==> src/rtl/xcvrPkg.sv <==
package xcvrPkg;
  // strobes sent from the control decode to the storage banks
  typedef struct packed {
    logic abOpen;
    logic abDrive;
    logic baOpen;
    logic baDrive;
    logic clash;
  } xcvrStrobe_t;
endpackage

==> src/rtl/xcvrCtrl.sv <==
module xcvrCtrl
  import xcvrPkg::*;
(
  input  logic        abDirN,
  input  logic        abLatchN,
  input  logic        abOutN,
  input  logic        baDirN,
  input  logic        baLatchN,
  input  logic        baOutN,
  output xcvrStrobe_t strobe
);
  logic abDrv;
  logic baDrv;

  // the direction gate qualifies both the bank opening and the drive
  assign abDrv = ~abDirN & ~abOutN;
  assign baDrv = ~baDirN & ~baOutN;

  always_comb begin
    strobe.abOpen  = ~abDirN & ~abLatchN;
    strobe.abDrive = abDrv;
    strobe.baOpen  = ~baDirN & ~baLatchN;
    strobe.baDrive = baDrv;
    strobe.clash   = abDrv & baDrv;
  end
endmodule

==> src/rtl/xcvrBank.sv <==
module xcvrBank #(
  parameter int WIDTH  = 8,
  parameter bit INVERT = 1'b0
) (
  input  logic             clk,
  input  logic             rstN,
  input  logic             open,
  input  logic             drive,
  input  logic [WIDTH-1:0] srcIn,
  output logic [WIDTH-1:0] dstOut,
  output logic [WIDTH-1:0] dstOe
);
  logic [WIDTH-1:0] held;
  logic [WIDTH-1:0] view;

  // written at every edge while open, so closing keeps the last open sample
  always_ff @(posedge clk or negedge rstN) begin
    if (!rstN)     held <= '0;
    else if (open) held <= srcIn;
  end

  // same-cycle pass-through while open
  assign view = open ? srcIn : held;

  generate
    if (INVERT) begin : g_invert
      assign dstOut = ~view;
    end else begin : g_pass
      assign dstOut = view;
    end
  endgenerate

  assign dstOe = {WIDTH{drive}};
endmodule

==> src/rtl/xcvrLatched.sv <==
module xcvrLatched
  import xcvrPkg::*;
#(
  parameter int WIDTH  = 8,
  parameter bit INVERT = 1'b0
) (
  input  logic             clk,
  input  logic             rstN,
  input  logic [WIDTH-1:0] aIn,
  output logic [WIDTH-1:0] aOut,
  output logic [WIDTH-1:0] aOe,
  input  logic [WIDTH-1:0] bIn,
  output logic [WIDTH-1:0] bOut,
  output logic [WIDTH-1:0] bOe,
  input  logic             abDirN,
  input  logic             abLatchN,
  input  logic             abOutN,
  input  logic             baDirN,
  input  logic             baLatchN,
  input  logic             baOutN,
  output logic             busClash
);
  xcvrStrobe_t strobe;

  xcvrCtrl u_ctrl (
    .abDirN  (abDirN),
    .abLatchN(abLatchN),
    .abOutN  (abOutN),
    .baDirN  (baDirN),
    .baLatchN(baLatchN),
    .baOutN  (baOutN),
    .strobe  (strobe)
  );

  xcvrBank #(.WIDTH(WIDTH), .INVERT(INVERT)) u_abBank (
    .clk   (clk),
    .rstN  (rstN),
    .open  (strobe.abOpen),
    .drive (strobe.abDrive),
    .srcIn (aIn),
    .dstOut(bOut),
    .dstOe (bOe)
  );

  xcvrBank #(.WIDTH(WIDTH), .INVERT(INVERT)) u_baBank (
    .clk   (clk),
    .rstN  (rstN),
    .open  (strobe.baOpen),
    .drive (strobe.baDrive),
    .srcIn (bIn),
    .dstOut(aOut),
    .dstOe (aOe)
  );

  assign busClash = strobe.clash;
endmodule

==> config.mk <==
export PLATFORM = sky130hd
export DESIGN_NAME = xcvrLatched
export DESIGN_NICKNAME = d
export VERILOG_FILES = /design/src/rtl/xcvrPkg.sv /design/src/rtl/xcvrCtrl.sv /design/src/rtl/xcvrBank.sv /design/src/rtl/xcvrLatched.sv
export SDC_FILE = /design/constraint.sdc
export NUM_CORES = 1
export LEC_CHECK = 0
export ABC_AREA = 0
export BUFFER_PORTS_ARGS = -buffer_cell sky130_fd_sc_hd__buf_4
export CAP_MARGIN = 40
export CORE_MARGIN = 8
export CORE_UTILIZATION = 36
export CTS_CLUSTER_DIAMETER = 60
export DETAILED_ROUTE_END_ITERATION = 16
export PLACE_DENSITY = 0.74
export SYNTH_ARGS = -nofsm -noshare
export SYNTH_HDL_FRONTEND = slang
export SYNTH_HIERARCHICAL = 1
export SYNTH_SLANG_ARGS = --single-unit
==> constraint.sdc <==
create_clock -name clk -period 0.8 [get_ports clk]
set_clock_uncertainty 0.1 [all_clocks]
set_input_delay 0.04 -clock clk [delete_from_list [all_inputs] [get_ports clk]]
set_output_delay 0.04 -clock clk [all_outputs]
set_load 0.02 [all_outputs]
== Word level (Yosys, flattened, before mapping) ==
Cells that the tools add are included.
Cells by class
  muxes and demuxes: 2
  bitwise gates (word level): 11
Operators by type and width (number)
  $mux W8: 2
  $not A1 Y1: 6
  $and A1 B1 Y1: 5
Storage, ports and cells
  register bits after elaboration: 16
  output and inout bits: 33
  logic and storage cells: 15

== Longest topological paths before layout ==
  depth after elaboration: 3
  gate-level depth with buffers: 3

== By module ==
The synthesis kept the hierarchy.
Modules (own cells, without submodules)
  xcvrBank: times used 2, cells each 25, area each 391.6 um^2, sequential area each 200.2 um^2
  xcvrCtrl: times used 1, cells each 7, area each 42.5 um^2, sequential area each 0.0 um^2

== Least setup slack after synthesis ==
OpenSTA, ideal clock, no wires.
  path kind: input to register
  from: input abLatchN
  to: register u_abBank.held[0]
  arrival: 0.650 ns
  required time: 0.561 ns
  setup slack: -0.089 ns
  stages on the path: 3
  cell sequence: nor2_1 -> buf_6 -> mux2_4
Between the ends
  longest elaborated chain between the ends: 3
Ends and longest elaborated chain
  start, declared: RTL line xcvrLatched.sv:16  | input logic abLatchN,
  $not A1 Y1: RTL line xcvrCtrl.sv:20  | strobe.abOpen = ~abDirN & ~abLatchN;
  $and A1 B1 Y1: RTL line xcvrCtrl.sv:20
  $mux W8
  net bOut[0]: RTL line xcvrLatched.sv:13  | output logic [WIDTH-1:0] bOut,
  end signal, assigned: RTL line xcvrBank.sv:19  | else if (open) held <= srcIn;
  end, declared: RTL line xcvrBank.sv:13  | logic [WIDTH-1:0] held;
The timed path passes the listed nets, and every way through them passes these cells.

== Worst setup path after layout ==
  from: register u_abBank.held[0]
  to: output bOut[0]
Between the ends
  longest elaborated chain between the ends: 1
Ends and longest elaborated chain (RTL line)
  $mux W8
  end, declared: xcvrLatched.sv:13
Every way passes these cells.

==> impl_metrics.tcl <==
set metrics [dict create \
    status "finished, violations left" \
    violations "hold timing, setup timing" \
    worstSetupPathDepth 2 \
    path_clk_slew_ns 0.09 \
    cts_hold_buf 1 \
    p_switching_uw 790 \
    rsz0062_at_grt "true" \
    rows 17 \
    fmax_ghz 0.822 \
    seqPwrFrac_pct 35.2 \
    power_density_mw_per_mm2 1780 \
    grt_max_degree 17 \
    clock_sinks 16 \
    rr_worst_depth 3 \
    drv_cap 0 \
    crit_chain "mux2_4 -> buf_6" \
    crit_start "u_abBank/held[0]$_DFF_PN0_" \
    ys_seq_elements 16 \
    finalWirelength_mm 2.37 \
    startpoint_type "flop" \
    antenna_found_initial 0 \
    min_path_type "primary input to flop" \
    nets 141 \
    worst_slack_ns -0.416 \
    synthArstFlopShare_pct 100 \
    critPathCapture "bOut[0]" \
    internal-power_uw 1950 \
    syn-num-nets 81 \
    n_antenna_cell 0 \
    grtUsageTotal_pct 10.6 \
    finalMaxSlewViolations 0 \
    die_w_um 63.9 \
    gp_congestion 0.646 \
    clock_latency_ns 0.27 \
    maxSlewHeadroom_pct 87.1 \
    r2r_slack_ns -0.30 \
    setup_tns_ns -8.70 \
    final_area_mm2 0.00154 \
    drt_iter0_drc 10 \
    finalHoldViolations 10 \
    vias 621 \
    post-place-ws_ns -0.258 \
    period_needed_ns 1.22 \
    io_pins 57 \
    synth_top_area_share_pct 48.5 \
    cts_tree "built" \
    io_buffers 56 \
    critPathBufInv 1 \
    synth_compound_area_share_pct 0 \
    hold_slack_ns -0.0930 \
    cp.required_ns 0.66 \
    synthMuxAreaShare_pct 29.1 \
    netlist_top_cells_area "dfrtp_1, mux2_4, buf_4" \
    synth_top_family_by_area "multiplexers" \
    grt-ovfl-total 0 \
    syn_inst 57 \
    dieArea_mm2 0.00408 \
    htree_levels 1 \
    vias_per_cell 4.31 \
    areaGrowthSynthToFinish_pct 86.4 \
    r2r_start "u_abBank/held[2]$_DFF_PN0_" \
    p_clk_share_pct 18.9 \
    critical-path-top-delay-family "flip-flops" \
    yosys_warnings 6 \
    dp.cells 127 \
    dp_hpwl_mm 1.61 \
    ys_seq_area_share_pct 48.5 \
    cp_slowest_cell "dfrtp_1" \
    synth_common_cells "buf_4, dfrtp_1, mux2_4, nor2_1, buf_6" \
    instances_no_fill 144 \
    cp-end-kind "output pin" \
    root_buffer "clkbuf_4" \
    setup_viol 32 \
    detail-route-antenna-nets 0 \
    start_util_pct 37.7 \
    synth_top_cell_by_area "dfrtp_1" \
    netlist_area_um2 826 \
    power_leakage_uw 0.000769 \
    die_h_um 63.9 \
    place_area_mm2 0.00120 \
    avgSynthCellArea_um2 14.5 \
    yosysMostFrequentCell "buf_4" \
    grt_pass1_vias 715 \
    arrival_ns 1.08 \
    ys.flop_type "dfrtp_1" \
    fin_crit_sh_pct 152 \
    drt-pass1-iter-count 2 \
    grt_first_pass_wirelength_mm 3.50 \
    wire_per_inst_um 16.4 \
    synth_xor_area_share_pct 0 \
    combinationalPowerShare_pct 46.0 \
    cts_buffers 3 \
    ir_drop_v 0.00135 \
    synth_edf_count 0 \
    path_class "flop to output pin" \
    worst_slew_pin_slew_ns 0.193 \
    clockBufferDepth 2 \
    netlist-cell-type-count 6 \
    synth_fa_ha_area_share_pct 0 \
    drcViolationCount 0 \
    synthSimpleGateAreaFrac_pct 3.33 \
    power_switching_share_pct 28.8 \
    r2r-end "u_abBank/held[2]$_DFF_PN0_" \
    core_area_mm2 0.00219 \
    path_max_fanout 2 \
    drive_above_1_share_pct 85.3 \
    max_stage_delay_ns 0.38 \
]
==> worst min path at each step <==
stage                     slack (ns)   start                    endpoint  cells past startpoint
after floorplan                -0.36    rstN  u_abBank/held[0]$_DFF_PN0_                      0
after global routing           -0.11  bIn[1]  u_baBank/held[1]$_DFF_PN0_                      2
final                          -0.09  bIn[1]  u_baBank/held[1]$_DFF_PN0_                      2
after detailed placement       -0.20    rstN  u_abBank/held[2]$_DFF_PN0_                      1
after CTS                       -0.1  bIn[1]  u_baBank/held[1]$_DFF_PN0_                      2
after global placement         -0.20    rstN  u_abBank/held[2]$_DFF_PN0_                      1
==> timing repair <==
item | in CTS | in global routing
endpoints found under the hold margin | 32 | 11
endpoints found under the setup margin | 49 | 49
resized for setup | 45 | 13
setup buffers | 7 | 10
pin swaps | 2 | 2
gates cloned | 0 | 0
==> registers in the layout (all words and copies together) (netlist names) <==
| register | cells |
|---|---|
| u_baBank/held | 8 |
| u_abBank/held | 8 |
==> cell type report <==
type / instances / area (um2)
Clock buffer: 4 / 36.3
Fill cell: 182 / 652
Multi-Input combinational cell: 21 / 297
Sequential cell: 16 / 400
Tap cell: 28 / 35.0
Timing Repair Buffer: 75 / 771
==> placed cells by master, fill, tap and decap left out <==
cell           count
dfrtp_1           16
nor2_4             2
nor2_2             2
buf_12             2
buf_6             48
dlygate4sd3_1      1
mux2_4            16
clkbuf_4           3
buf_4             24
clkbuf_8           1
nor4_4             1
==> per-stage QoR <==
step | util [%] | total power, uW
floorplan | - | 1520
global placement | 54.7 | 1860
detailed placement | 54.7 | 1880
CTS | 66.9 | 2670
global route | 70.2 | 2880
finish | 70.2 | 2740
==> kinds of logic (layout without fill, tap and decap cells) <==
family,Yosys count,after routing
buf+inv,20,79
mux,16,16
flops,16,16
simple gates,5,5
==> layer usage <==
metal  GRT usage, %  share of wire, %  routed length [um]
met3           4.53               7.0                 166
met1           11.2                35                 839
met5              0                 0                   0
met4          0.836              0.38                   9
met2           19.7                57                1350
==> power groups by stage <==
stage          sequential [uW]  combinational [uW]  clock, uW
5_1_grt                    974                1330        574
4_1_cts                    963                1170        534
3_5_place_dp               977                 906          0
3_3_place_gp               971                 891          0
2_1_floorplan              964                 555          0
6_report                   963                1260        517
No activity file was read; power rests on OpenSTA's default activity.
